<file path="src/rtl/xlat_pkg.sv">
// Package: shared encodings for the address translation front end.
// Assumes: access kinds and TLB result codes are driven by the caller.
package xlat_pkg;

    typedef enum logic [1:0] {
        ACC_LOAD  = 2'd0,
        ACC_STORE = 2'd1,
        ACC_FETCH = 2'd2,
        ACC_SPARE = 2'd3
    } acc_t;

    typedef enum logic [2:0] {
        TR_HIT     = 3'd0,
        TR_MISS    = 3'd1,
        TR_INVALID = 3'd2,
        TR_NOREAD  = 3'd3,
        TR_NOEXEC  = 3'd4,
        TR_PRIV    = 3'd5,
        TR_DIRTY   = 3'd6,
        TR_SPARE   = 3'd7
    } tres_t;

    localparam logic [2:0] PERM_ALL = 3'b111;

endpackage

</file>
<file path="src/rtl/xlat_window_match.sv">
// Module: direct-mapped window bank with fixed priority.
// Does: checks each window's level enable and segment against the address.
//       The lowest index that hits supplies the translated address.
// Assumes: in 32-bit mode only the low 32 address bits are meaningful.
module xlat_window_match #(
    parameter int XLEN       = 64,
    parameter int VA_BITS    = 48,
    parameter int NWIN       = 4,
    parameter int SEG64_LSB  = 60,
    parameter int SEG32_LSB  = 29,
    parameter int PSEG32_LSB = 25,
    parameter int EN_LO_BIT  = 0,
    parameter int EN_HI_BIT  = 3
) (
    input  logic [XLEN-1:0]            vaddr,
    input  logic                       wide,
    input  logic                       user,
    input  logic [NWIN-1:0][XLEN-1:0]  cfg,
    output logic                       hit,
    output logic [XLEN-1:0]            paddr
);
    localparam int SEG32_W = 32 - SEG32_LSB;
    localparam int SEL_W   = (NWIN > 1) ? $clog2(NWIN) : 1;

    logic [NWIN-1:0]  match;
    logic [SEL_W-1:0] sel;
    logic             unused_cfg;

    assign unused_cfg = ^cfg;

    // One comparator per window: level enable and segment equality.
    for (genvar g = 0; g < NWIN; g++) begin : g_win
        logic en_g;
        logic seg_eq_g;
        assign en_g     = user ? cfg[g][EN_HI_BIT] : cfg[g][EN_LO_BIT];
        assign seg_eq_g = wide ? (cfg[g][XLEN-1:SEG64_LSB] == vaddr[XLEN-1:SEG64_LSB])
                               : (cfg[g][31:SEG32_LSB] == vaddr[31:SEG32_LSB]);
        assign match[g] = en_g & seg_eq_g;
    end

    // Priority pick: scanning down leaves the lowest hitting index selected.
    always_comb begin
        hit = 1'b0;
        sel = '0;
        for (int i = NWIN - 1; i >= 0; i--) begin
            if (match[i]) begin
                hit = 1'b1;
                sel = SEL_W'(i);
            end
        end
    end

    // Address build for the selected window in either mode.
    always_comb begin
        if (wide) begin
            paddr = {{(XLEN-VA_BITS){1'b0}}, vaddr[VA_BITS-1:0]};
        end else begin
            paddr = {{(XLEN-32){1'b0}},
                     cfg[sel][PSEG32_LSB+SEG32_W-1:PSEG32_LSB],
                     vaddr[SEG32_LSB-1:0]};
        end
    end

endmodule

</file>
<file path="src/rtl/xlat_fault_encode.sv">
// Module: fault classifier.
// Does: turns an address-check failure or a TLB result into an exception
//       code, using the access kind where the code depends on it.
// Assumes: tres is only meaningful when tlb_path is high.
module xlat_fault_encode
    import xlat_pkg::*;
#(
    parameter int              EC_W          = 6,
    parameter logic [EC_W-1:0] EC_LOAD_INV   = 1,
    parameter logic [EC_W-1:0] EC_STORE_INV  = 2,
    parameter logic [EC_W-1:0] EC_FETCH_INV  = 3,
    parameter logic [EC_W-1:0] EC_MODIFY     = 4,
    parameter logic [EC_W-1:0] EC_NOREAD     = 5,
    parameter logic [EC_W-1:0] EC_NOEXEC     = 6,
    parameter logic [EC_W-1:0] EC_PRIV       = 7,
    parameter logic [EC_W-1:0] EC_FETCH_ADDR = 8,
    parameter logic [EC_W-1:0] EC_MEM_ADDR   = 9
) (
    input  logic            addr_err,
    input  logic            tlb_path,
    input  logic [1:0]      kind,
    input  logic [2:0]      tres,
    output logic            raise,
    output logic [EC_W-1:0] code,
    output logic            miss
);
    logic            is_fetch;
    logic [EC_W-1:0] inv_code;
    logic [EC_W-1:0] adr_code;

    assign is_fetch = (acc_t'(kind) == ACC_FETCH);
    assign adr_code = is_fetch ? EC_FETCH_ADDR : EC_MEM_ADDR;

    // Page-invalid code chosen by access kind.
    always_comb begin
        case (acc_t'(kind))
            ACC_FETCH: inv_code = EC_FETCH_INV;
            ACC_STORE: inv_code = EC_STORE_INV;
            default:   inv_code = EC_LOAD_INV;
        endcase
    end

    // Fault classification: address error first, then the TLB outcome.
    always_comb begin
        raise = 1'b0;
        code  = '0;
        miss  = 1'b0;
        if (addr_err) begin
            raise = 1'b1;
            code  = adr_code;
        end else if (tlb_path) begin
            case (tres_t'(tres))
                TR_HIT: begin
                    raise = 1'b0;
                end
                TR_MISS: begin
                    raise = 1'b1;
                    code  = inv_code;
                    miss  = 1'b1;
                end
                TR_INVALID: begin
                    raise = 1'b1;
                    code  = inv_code;
                end
                TR_NOREAD: begin
                    raise = 1'b1;
                    code  = EC_NOREAD;
                end
                TR_NOEXEC: begin
                    raise = 1'b1;
                    code  = EC_NOEXEC;
                end
                TR_PRIV: begin
                    raise = 1'b1;
                    code  = EC_PRIV;
                end
                TR_DIRTY: begin
                    raise = 1'b1;
                    code  = EC_MODIFY;
                end
                default: begin
                    raise = 1'b1;
                    code  = adr_code;
                end
            endcase
        end
    end

endmodule

</file>
<file path="src/rtl/xlat_fault_regs.sv">
// Module: fault side-effect registers.
// Does: records refill-fault details on a miss and ordinary fault details
//       otherwise. Holds the refill-pending flag.
// Assumes: fire is a single-cycle strobe per faulting request.
module xlat_fault_regs #(
    parameter int XLEN     = 64,
    parameter int VA_BITS  = 48,
    parameter int PAIR_LSB = 13
) (
    input  logic                        clk,
    input  logic                        rst_n,
    input  logic                        fire,
    input  logic                        miss,
    input  logic                        wide,
    input  logic                        dbg_hold,
    input  logic                        clr,
    input  logic [XLEN-1:0]             vaddr,
    output logic [XLEN-1:0]             badv_q,
    output logic [XLEN-1:0]             entryhi_q,
    output logic [XLEN-1:0]             rbadv_q,
    output logic [VA_BITS-PAIR_LSB-1:0] rvppn_q,
    output logic                        rflag_q
);
    localparam int VPPN_W   = VA_BITS - PAIR_LSB;
    localparam int VPPN32_W = 32 - PAIR_LSB;

    logic [VPPN_W-1:0] vppn_nxt;

    // Page-pair number taken from the address for the current mode.
    assign vppn_nxt = wide ? vaddr[VA_BITS-1:PAIR_LSB]
                           : {{(VPPN_W-VPPN32_W){1'b0}}, vaddr[31:PAIR_LSB]};

    // Refill bookkeeping: loaded only by a miss.
    always_ff @(posedge clk) begin
        if (!rst_n) begin
            rbadv_q <= '0;
            rvppn_q <= '0;
            rflag_q <= 1'b0;
        end else begin
            if (fire && miss) begin
                rbadv_q <= vaddr;
                rvppn_q <= vppn_nxt;
                rflag_q <= 1'b1;
            end else if (clr) begin
                rflag_q <= 1'b0;
            end
        end
    end

    // Ordinary fault bookkeeping: loaded by every other fault.
    always_ff @(posedge clk) begin
        if (!rst_n) begin
            badv_q    <= '0;
            entryhi_q <= '0;
        end else if (fire && !miss) begin
            entryhi_q <= {vaddr[XLEN-1:PAIR_LSB], {PAIR_LSB{1'b0}}};
            if (!dbg_hold) begin
                badv_q <= vaddr;
            end
        end
    end

    // a miss leaves the flag set and the ordinary registers unchanged.
    a_r9_miss_sets_flag: assert property (@(posedge clk) disable iff (!rst_n)
        (fire && miss) |=> (rflag_q && $stable(entryhi_q) && $stable(badv_q)));

    // debug hold keeps the ordinary bad-address register unchanged.
    a_r10_hold_keeps_badv: assert property (@(posedge clk) disable iff (!rst_n)
        (fire && !miss && dbg_hold) |=> $stable(badv_q));

    // a non-miss fault leaves the refill registers unchanged.
    a_r10_refill_untouched: assert property (@(posedge clk) disable iff (!rst_n)
        (fire && !miss) |=> ($stable(rbadv_q) && $stable(rvppn_q)));

endmodule

</file>
<file path="src/rtl/xlat_front.sv">
// Module: address translation front end (top).
// Does: selects direct, window, address-fault or TLB translation, encodes
//       faults and registers the result one clock after the request.
// Assumes: TLB result, address and permissions belong to the request in
//          the same cycle; synchronous active-low reset.
module xlat_front
    import xlat_pkg::*;
#(
    parameter int              XLEN          = 64,
    parameter int              VA_BITS       = 48,
    parameter int              PA_BITS       = 48,
    parameter int              NWIN          = 4,
    parameter int              SEG64_LSB     = 60,
    parameter int              SEG32_LSB     = 29,
    parameter int              PSEG32_LSB    = 25,
    parameter int              EN_LO_BIT     = 0,
    parameter int              EN_HI_BIT     = 3,
    parameter int              PAIR_LSB      = 13,
    parameter int              EC_W          = 6,
    parameter logic [EC_W-1:0] EC_LOAD_INV   = 1,
    parameter logic [EC_W-1:0] EC_STORE_INV  = 2,
    parameter logic [EC_W-1:0] EC_FETCH_INV  = 3,
    parameter logic [EC_W-1:0] EC_MODIFY     = 4,
    parameter logic [EC_W-1:0] EC_NOREAD     = 5,
    parameter logic [EC_W-1:0] EC_NOEXEC     = 6,
    parameter logic [EC_W-1:0] EC_PRIV       = 7,
    parameter logic [EC_W-1:0] EC_FETCH_ADDR = 8,
    parameter logic [EC_W-1:0] EC_MEM_ADDR   = 9
) (
    input  logic                        clk,
    input  logic                        rst_n,
    input  logic                        req_valid,
    input  logic [XLEN-1:0]             req_vaddr,
    input  logic [1:0]                  req_kind,
    input  logic                        req_user,
    input  logic                        mode_direct,
    input  logic                        mode_paging,
    input  logic                        mode_wide,
    input  logic                        dbg_hold,
    input  logic [NWIN-1:0][XLEN-1:0]   win_cfg,
    input  logic [2:0]                  tlb_result,
    input  logic [XLEN-1:0]             tlb_paddr,
    input  logic [2:0]                  tlb_perm,
    input  logic                        refill_clr,
    output logic                        out_valid,
    output logic [XLEN-1:0]             out_paddr,
    output logic [2:0]                  out_perm,
    output logic                        exc_valid,
    output logic [EC_W-1:0]             exc_code,
    output logic [XLEN-1:0]             badv,
    output logic [XLEN-1:0]             entryhi,
    output logic [XLEN-1:0]             refill_badv,
    output logic [VA_BITS-PAIR_LSB-1:0] refill_vppn,
    output logic                        refill_pending
);
    localparam int HI_W = XLEN - VA_BITS;

    logic            direct;
    logic            win_hit;
    logic [XLEN-1:0] win_paddr;
    logic            sign_ok;
    logic            addr_err;
    logic            tlb_path;
    logic            raise;
    logic            miss;
    logic [EC_W-1:0] code;
    logic [XLEN-1:0] nxt_paddr;
    logic [2:0]      nxt_perm;

    // Path selection in priority order: direct, window, address check, TLB.
    assign direct   = mode_direct && !mode_paging;
    assign sign_ok  = (req_vaddr[XLEN-1:VA_BITS] == {HI_W{1'b0}}) ||
                      (req_vaddr[XLEN-1:VA_BITS] == {HI_W{1'b1}});
    assign addr_err = !direct && !win_hit && mode_wide && !sign_ok;
    assign tlb_path = !direct && !win_hit && !addr_err;

    xlat_window_match #(
        .XLEN(XLEN), .VA_BITS(VA_BITS), .NWIN(NWIN),
        .SEG64_LSB(SEG64_LSB), .SEG32_LSB(SEG32_LSB), .PSEG32_LSB(PSEG32_LSB),
        .EN_LO_BIT(EN_LO_BIT), .EN_HI_BIT(EN_HI_BIT)
    ) u_win (
        .vaddr (req_vaddr),
        .wide  (mode_wide),
        .user  (req_user),
        .cfg   (win_cfg),
        .hit   (win_hit),
        .paddr (win_paddr)
    );

    xlat_fault_encode #(
        .EC_W(EC_W), .EC_LOAD_INV(EC_LOAD_INV), .EC_STORE_INV(EC_STORE_INV),
        .EC_FETCH_INV(EC_FETCH_INV), .EC_MODIFY(EC_MODIFY),
        .EC_NOREAD(EC_NOREAD), .EC_NOEXEC(EC_NOEXEC), .EC_PRIV(EC_PRIV),
        .EC_FETCH_ADDR(EC_FETCH_ADDR), .EC_MEM_ADDR(EC_MEM_ADDR)
    ) u_enc (
        .addr_err (addr_err),
        .tlb_path (tlb_path),
        .kind     (req_kind),
        .tres     (tlb_result),
        .raise    (raise),
        .code     (code),
        .miss     (miss)
    );

    xlat_fault_regs #(
        .XLEN(XLEN), .VA_BITS(VA_BITS), .PAIR_LSB(PAIR_LSB)
    ) u_regs (
        .clk       (clk),
        .rst_n     (rst_n),
        .fire      (req_valid && raise),
        .miss      (miss),
        .wide      (mode_wide),
        .dbg_hold  (dbg_hold),
        .clr       (refill_clr),
        .vaddr     (req_vaddr),
        .badv_q    (badv),
        .entryhi_q (entryhi),
        .rbadv_q   (refill_badv),
        .rvppn_q   (refill_vppn),
        .rflag_q   (refill_pending)
    );

    // Next address and permissions for the chosen path; zero on a fault.
    always_comb begin
        nxt_paddr = '0;
        nxt_perm  = '0;
        if (direct) begin
            nxt_paddr = {{(XLEN-PA_BITS){1'b0}}, req_vaddr[PA_BITS-1:0]};
            nxt_perm  = PERM_ALL;
        end else if (win_hit) begin
            nxt_paddr = win_paddr;
            nxt_perm  = PERM_ALL;
        end else if (!raise) begin
            nxt_paddr = tlb_paddr;
            nxt_perm  = tlb_perm;
        end
    end

    // Result register: one clock after the request, cleared when idle.
    always_ff @(posedge clk) begin
        if (!rst_n) begin
            out_valid <= 1'b0;
            out_paddr <= '0;
            out_perm  <= '0;
            exc_valid <= 1'b0;
            exc_code  <= '0;
        end else begin
            out_valid <= req_valid;
            if (req_valid) begin
                out_paddr <= nxt_paddr;
                out_perm  <= nxt_perm;
                exc_valid <= raise;
                exc_code  <= code;
            end else begin
                out_paddr <= '0;
                out_perm  <= '0;
                exc_valid <= 1'b0;
                exc_code  <= '0;
            end
        end
    end

    // a result follows each request by exactly one clock.
    a_r11_valid_follows: assert property (@(posedge clk) disable iff (!rst_n)
        req_valid |=> out_valid);
    a_r11_idle_quiet: assert property (@(posedge clk) disable iff (!rst_n)
        !req_valid |=> (!out_valid && !exc_valid));

    // direct access grants everything and never faults.
    a_r1_direct_full: assert property (@(posedge clk) disable iff (!rst_n)
        (req_valid && mode_direct && !mode_paging) |=> (out_perm == PERM_ALL && !exc_valid));

    // a bad upper part with no window hit in 64-bit mode faults.
    a_r5_sign_fault: assert property (@(posedge clk) disable iff (!rst_n)
        (req_valid && !direct && !win_hit && mode_wide && !sign_ok) |=> exc_valid);

    // a TLB hit passes the TLB address through.
    a_r6_tlb_pass: assert property (@(posedge clk) disable iff (!rst_n)
        (req_valid && tlb_path && tlb_result == 3'd0) |=> (out_paddr == $past(tlb_paddr)));

endmodule

</file>
<file path="config.mk">
export PLATFORM = sky130hd
export DESIGN_NAME = xlat_front
export DESIGN_NICKNAME = d
export VERILOG_FILES = /design/src/rtl/xlat_pkg.sv /design/src/rtl/xlat_window_match.sv /design/src/rtl/xlat_fault_encode.sv /design/src/rtl/xlat_fault_regs.sv /design/src/rtl/xlat_front.sv
export SDC_FILE = /design/constraint.sdc
export NUM_CORES = 1
export LEC_CHECK = 0
export BUFFER_PORTS_ARGS = -buffer_cell sky130_fd_sc_hd__buf_2
export CORE_AREA = 8 8 269 271
export CTS_BUF_LIST = sky130_fd_sc_hd__clkbuf_16
export CTS_CLUSTER_SIZE = 8
export DETAILED_ROUTE_END_ITERATION = 8
export DIE_AREA = 0 0 277 279
export PLACE_DENSITY_LB_ADDON = 0.3
export SLEW_MARGIN = 40
export SYNTH_ARGS = -nofsm -noshare
export SYNTH_HDL_FRONTEND = slang
export SYNTH_SLANG_ARGS = --single-unit
</file>
<file path="constraint.sdc">
create_clock -name clk -period 5.79 [get_ports clk]
set_input_delay 0.579 -clock clk [delete_from_list [all_inputs] [get_ports clk]]
set_output_delay 0.579 -clock clk [all_outputs]
set_load 0.05 [all_outputs]
</file>
---- Yosys cells after proc, flatten, opt, wreduce, memory -nomap -nowiden ----
Index checks and enable logic that the tools add are counted.
operators by class
  $lt $le $gt $ge ......................... 1
  equality and inequality tests ........... 17
  muxes and demuxes ....................... 39
  bitwise operators ....................... 7
  reductions and logical operators ........ 22
operators by type and width
  operator                                                    number
  binary-select mux 64 bit (select 2 bit)                     1
  2-to-1 mux 64 bit                                           2
  2-to-1 mux 48 bit                                           2
  case mux 6 bit (6 select lines)                             1
  2-to-1 mux 35 bit                                           1
  2-to-1 mux 28 bit                                           1
  2-to-1 mux 1 bit                                            21
  == test 16 bit, second input constant                       1
  == test 4 bit                                               4
  logical NOT 16 bit                                          1
  == test 3 bit                                               4
  2-to-1 mux 6 bit                                            2
  == test 3 bit, second input constant                        3
  2-to-1 mux 3 bit                                            3
  logical AND 1 bit                                           8
  2-to-1 mux 2 bit                                            4
  == test 3 x 2 -> 1 bit, second input constant               2
  logical NOT 1 bit                                           6
  bitwise AND 1 bit                                           4
  case mux 2 bit (2 select lines)                             1
  AND reduction 2 bit                                         2
  == test 3 x 1 -> 1 bit, second input constant               1
  logical NOT 3 bit                                           1
  less-than comparator 2 x 3 -> 1 bit, second input constant  1
  other kinds (7)                                             9
storage, ports and cells
  bits in registers ....................... 290
  input bits .............................. 401
  output and inout port bits .............. 303
  logic and storage cells ................. 97

---- Logic depth before layout (Yosys ltp) ----
  word-level depth ........................ 18
  depth in mapped cells ................... 11
  mapped depth without buffers ............ 7

---- Cells and area by module ----
Synthesis repeated with hierarchy kept, for this count alone.
second synthesis, totals
  cells, all modules ...................... 1,383
  area, all modules ....................... 11,586.1 sq um
by module, submodules not included
  module             instances  cells each  area each (sq um)  seq. area each (sq um)
  xlat_fault_regs    1          896         7,509.7            3,923.8
  xlat_front         1          317         2,875.3            1,501.4
  xlat_window_match  1          143         1,012.2            0.0
  xlat_fault_encode  1          27          188.9              0.0

---- Worst setup path after synthesis ----
No wires, ideal clock.
  path type ............................... input-to-reg
  start point ............................. in req_vaddr[62]
  end point ............................... reg u_regs.badv_q[10]
  arrival time ............................ 2.375 ns
  required time ........................... 5.673 ns
  slack ................................... 3.297 ns
  stages on the path ...................... 9
  path through ............................ buf_4 nand4_1 or4_1 a211o_2 nand4_1 buf_6 buf_8 mux2i_1 nor2b_1
on the way
  word-level cells in the longest chain between the ends .. 18
  elaborated cells on any way between the ends .. 34
  classes of those cells .................. eq/ne: 5; mux: 12; bitwise: 4; reduce/logical: 13
RTL lines
  element                                                        line                                      text
  start: declaration                                             xlat_front.sv:33                          input logic [XLEN-1:0] req_vaddr,
  == test 4 bit                                                  xlat_window_match.sv:36                   assign seg_eq_g = wide ? (cfg[g][XLEN-1:SEG64_LSB] == vaddr[XLEN-1:SEG64_LSB])
  2-to-1 mux 1 bit                                               xlat_window_match.sv:36
  bitwise AND 1 bit                                              xlat_window_match.sv:38                   assign match[g] = en_g & seg_eq_g;
  2-to-1 mux 1 bit (4 in series)                                 xlat_window_match.sv:46                   if (match[i]) begin
  logical NOT 1 bit                                              xlat_front.sv:74, xlat_front.sv:75
  logical AND 1 bit                                              xlat_front.sv:74, xlat_front.sv:75
  logical AND 1 bit (2 in series)                                xlat_front.sv:74                          assign addr_err = !direct && !win_hit && mode_wide && !sign_ok;
  logical NOT 1 bit                                              xlat_front.sv:75                          assign tlb_path = !direct && !win_hit && !addr_err;
  logical AND 1 bit                                              xlat_front.sv:75
  2-to-1 mux 1 bit                                               xlat_fault_encode.sv:51                   end else if (tlb_path) begin
  2-to-1 mux 1 bit                                               xlat_fault_encode.sv:48                   if (addr_err) begin
  logical AND 1 bit / logical NOT 1 bit (equally long branches)  xlat_front.sv:110, xlat_fault_regs.sv:55
  logical AND 1 bit *                                            xlat_fault_regs.sv:55                     end else if (fire && !miss) begin
  AND reduction 2 bit (no line) *                                --
  end signal: assignment                                         xlat_fault_regs.sv:58                     badv_q <= vaddr;
  end: declaration                                               xlat_fault_regs.sv:18                     output logic [XLEN-1:0] badv_q,
Every way passes the cells marked *; elsewhere a longest branch is shown, timed or not.
A chain may end at the register's enable or synchronous reset.

---- Final worst setup path ----
  start point ............................. in mode_wide
  end point ............................... reg exc_code[0]
on the way
  word-level cells in the longest chain between the ends .. 14
  elaborated cells on any way between the ends .. 20
  classes of those cells .................. mux: 10; bitwise: 4; reduce/logical: 6
RTL lines
  element                          line                                text
  start: declaration               xlat_front.sv:38                    input logic mode_wide,
  2-to-1 mux 1 bit                 xlat_window_match.sv:36
  bitwise AND 1 bit                xlat_window_match.sv:38
  2-to-1 mux 1 bit (4 in series)   xlat_window_match.sv:46
  logical NOT 1 bit                xlat_front.sv:74, xlat_front.sv:75
  logical AND 1 bit                xlat_front.sv:74, xlat_front.sv:75
  logical AND 1 bit (2 in series)  xlat_front.sv:74
  logical NOT 1 bit                xlat_front.sv:75
  logical AND 1 bit                xlat_front.sv:75
  2-to-1 mux 6 bit                 xlat_fault_encode.sv:51
  2-to-1 mux 6 bit *               xlat_fault_encode.sv:48
  end signal: assignment           xlat_front.sv:153                   exc_code <= code;
  end: declaration                 xlat_front.sv:49                    output logic [EC_W-1:0] exc_code,
Marks and branches as above.

==> impl_metrics.env <==
export IMPL_antenna_found_initial=4
export IMPL_dp_hpwl_um=34700
export IMPL_cts_hold_buf=0
export IMPL_routed_via_density=3.93
export IMPL_worstMarginPinSlew_ps=778
export IMPL_synth_cells=1194
export IMPL_busiest_layer="met2"
export IMPL_cts_root_buffer="clkbuf_16"
export IMPL_worst_r2r_setup_slack_ps=5050
export IMPL_post_cts_buffers=0
export IMPL_yosysWarnings=0
export IMPL_hold_path_class="input port to flip-flop"
export IMPL_worst_setup_path_end_kind="flip-flop"
export IMPL_ys_types=47
export IMPL_syn_cell_area_um2=10700
export IMPL_cts_num_sinks=269
export IMPL_holdPathStages=2
export IMPL_outcome="complete, no violations"
export IMPL_setup_viol=0
export IMPL_grtUsageTotal_pct=11.2
export IMPL_ios=704
export IMPL_num_rows=96
export IMPL_fmax_mhz=262
export IMPL_chipWidth_um=277
export IMPL_arrival_ps=4250
export IMPL_final_fill_count=7590
export IMPL_slew_headroom_pct=48.1
export IMPL_pwr_density_cell_nw_per_um2=327
export IMPL_clk_latency_ps=530
export IMPL_drcViolationCount=0
export IMPL_ys_seq_area_share_pct=50.2
export IMPL_cts_max_level=2
export IMPL_worstRegToRegCells=2
export IMPL_drt_total_wl_um=46100
export IMPL_synth_top_area_share_pct=50.2
export IMPL_period_minus_slack_ps=3820
export IMPL_antenna_left=0
export IMPL_clkTransAtPathRegs_ps=50
export IMPL_layout_common_cells="479 x buf_2, 269 x dfxtp_1, 181 x nand2_1, 153 x nand3_1, 120 x o21ai_0"
export IMPL_drv_cap=0
export IMPL_vias=9834
export IMPL_area_delta_synth_final_pct=37.1
export IMPL_rsz0062_at_grt="no"
export IMPL_fin_tns_setup_ps=0
export IMPL_gp_congestion=0.874
export IMPL_crit_required_ps=6220
export IMPL_initial_core_util_pct=15.8
export IMPL_die_area_um2=77300
export IMPL_gr_usage_met3_pct=3.62
export IMPL_p_leak_nw=6.92
export IMPL_layout_drive_gt1_share_pct=34.1
export IMPL_overflow=0
export IMPL_pre_cts_ws_ps=1300
export IMPL_nets=2016
export IMPL_core_area_um2=68000
export IMPL_slew_viol_final=0
export IMPL_cts_repair_resized=0
export IMPL_finalPower_mw=4.82
export IMPL_min_to="out_paddr[54]"
export IMPL_timing_final_crit_share_pct=66.0
export IMPL_hold_start="tlb_paddr[54]"
export IMPL_firstDrtPassIters=5
export IMPL_clk_path_buf_depth=3
export IMPL_layout_setup_ws_ps=1970
export IMPL_r2r_start="u_regs.rvppn_q[17]"
export IMPL_grt_util_met1_pct=13.8
export IMPL_clock_skew_ps=0
export IMPL_drt_wirelength_per_cell_um=18.4
export IMPL_max_vdd_ir_drop_uv=176
export IMPL_critPathKind="input port to flip-flop"
export IMPL_cts_made_buffers=40
export IMPL_synth_top_area_cell="dfxtp_1"
export IMPL_start_kind="input port"
export IMPL_mostFrequentLayoutCell="buf_2"
export IMPL_ys_ff_latch=269
export IMPL_fp_dieH_um=279
export IMPL_ys_top_cells_by_area="dfxtp_1 50%, nand3_1 7.1%, mux2i_1 6.3%"
export IMPL_hold_violations=0
export IMPL_grt_pass1_wl_um=66300
export IMPL_port_buffer_count=480
export IMPL_rr_endpoint="u_regs.rvppn_q[17]"
export IMPL_drtIter0Drc=421
export IMPL_cts_tree="built"
export IMPL_grt_pass1_vias=9941
export IMPL_grt_max_degree=176
export IMPL_critPathMaxFanout=25
export IMPL_grt_use_met2_pct=18.4
export IMPL_syn_avg_cell_area_um2=8.98
area by class of cell:
| class | count | area (um2) | area share, % |
|---|---|---|---|
| tap | 882 | 1100 | 7.51 |
| clock inverter | 9 | 51.3 | 0.349 |
| inverter | 7 | 26.3 | 0.179 |
| timing repair buffer | 495 | 2600 | 17.7 |
| clock buffer | 40 | 1000 | 6.81 |
| multi-input combinational | 800 | 4530 | 30.8 |
| antenna | 2 | 5.00 | 0.0340 |
| sequential | 269 | 5390 | 36.6 |
per-layer routing:
layer,share of wire [%],up-vias
met4,3.0,2
met1,43,4551
met3,7.2,74
met5,0.041,-
li1,-,4820
met2,46,387
flip-flops by register name, indices dropped and copies added (netlist names):
| register | cells |
|---|---|
| out_perm | 3 |
| exc_valid | 1 |
| u_regs.rbadv_q | 45 |
| u_regs.rflag_q | 1 |
| out_paddr | 64 |
| out_valid | 1 |
| u_regs.entryhi_q | 51 |
| u_regs.rvppn_q | 35 |
| u_regs.badv_q | 64 |
| exc_code | 4 |
synthesized netlist by cell type (all sizes together):
master / count
nor4: 5
nand2b: 2
a211o: 1
nor2: 29
ha: 2
nand2: 182
o22ai: 2
and4: 2
a22o: 1
a21oi: 37
inv: 7
and3: 3
conb: 1
nand4: 7
nor2b: 65
nor3: 5
buf: 83
and2: 17
nand3: 154
clkbuf: 49
o21ai: 133
a211oi: 2
dfxtp: 269
mux2i: 68
a41oi: 1
o31a: 3
nor4bb: 1
or4: 4
o2bb2ai: 4
xor2: 11
or3: 1
mux2: 3
a22oi: 21
xnor2: 18
a21boi: 1
per-stage QoR:
step           std cells  instance area, um2  util [%]  hold slack [ps]
6_report            2504               14700      21.6              253
5_1_grt             2504               14700      21.6              224
4_1_cts             2500               14600      21.5              204
3_5_place_dp        2451               13600      20.0              446
3_3_place_gp        2450               13600      20.0              443
2_1_floorplan       1208               10800         -              670
how the worst max path moves through the flow:
stage / startpoint / to / slack, ps / cells after the start
6_report: mode_wide / exc_code[0] / 1970 / 9
4_1_cts: mode_wide / exc_code[0] / 1870 / 9
5_1_grt: mode_wide / exc_code[0] / 1700 / 9
3_3_place_gp: mode_wide / exc_code[0] / 1330 / 8
3_5_place_dp: mode_wide / exc_code[0] / 1300 / 9
2_1_floorplan: req_vaddr[62] / u_regs.badv_q[10] / 3300 / 9
report_power, final:
| part | switching (mW) | total, mW | internal [mW] | leakage (nW) |
|---|---|---|---|---|
| Clock | 0.827 | 2.04 | 1.22 | 0.527 |
| Sequential | 0.0307 | 1.96 | 1.93 | 2.18 |
| Combinational | 0.601 | 0.814 | 0.213 | 4.21 |
| Total | 1.46 | 4.82 | 3.36 | 6.92 |
worst max-delay path, cell delays in order:
cell and delay [ps]:
buf_2 550, inv_1 410, a22oi_1 500, nor4bb_4 630, buf_4 270, and2_1 450, buf_4 430, nand3_1 200
o2bb2ai_1 210
cells by family (layout without fill, tap and decap cells):
kind of cell,after synthesis,after routing,share of synthesized area [%]
and+or+nand+nor,477,477,21.5
buffers and inverters,139,551,8.34
adders and majority gates,2,2,0.233
muxes,71,71,6.66
DFF,269,269,50.2
other,1,17,0.0350
AOI/OAI and AO/OA,206,206,10.6
xor gates and xnor gates,29,29,2.37
Note: power is estimated with default switching activity, not from simulation.
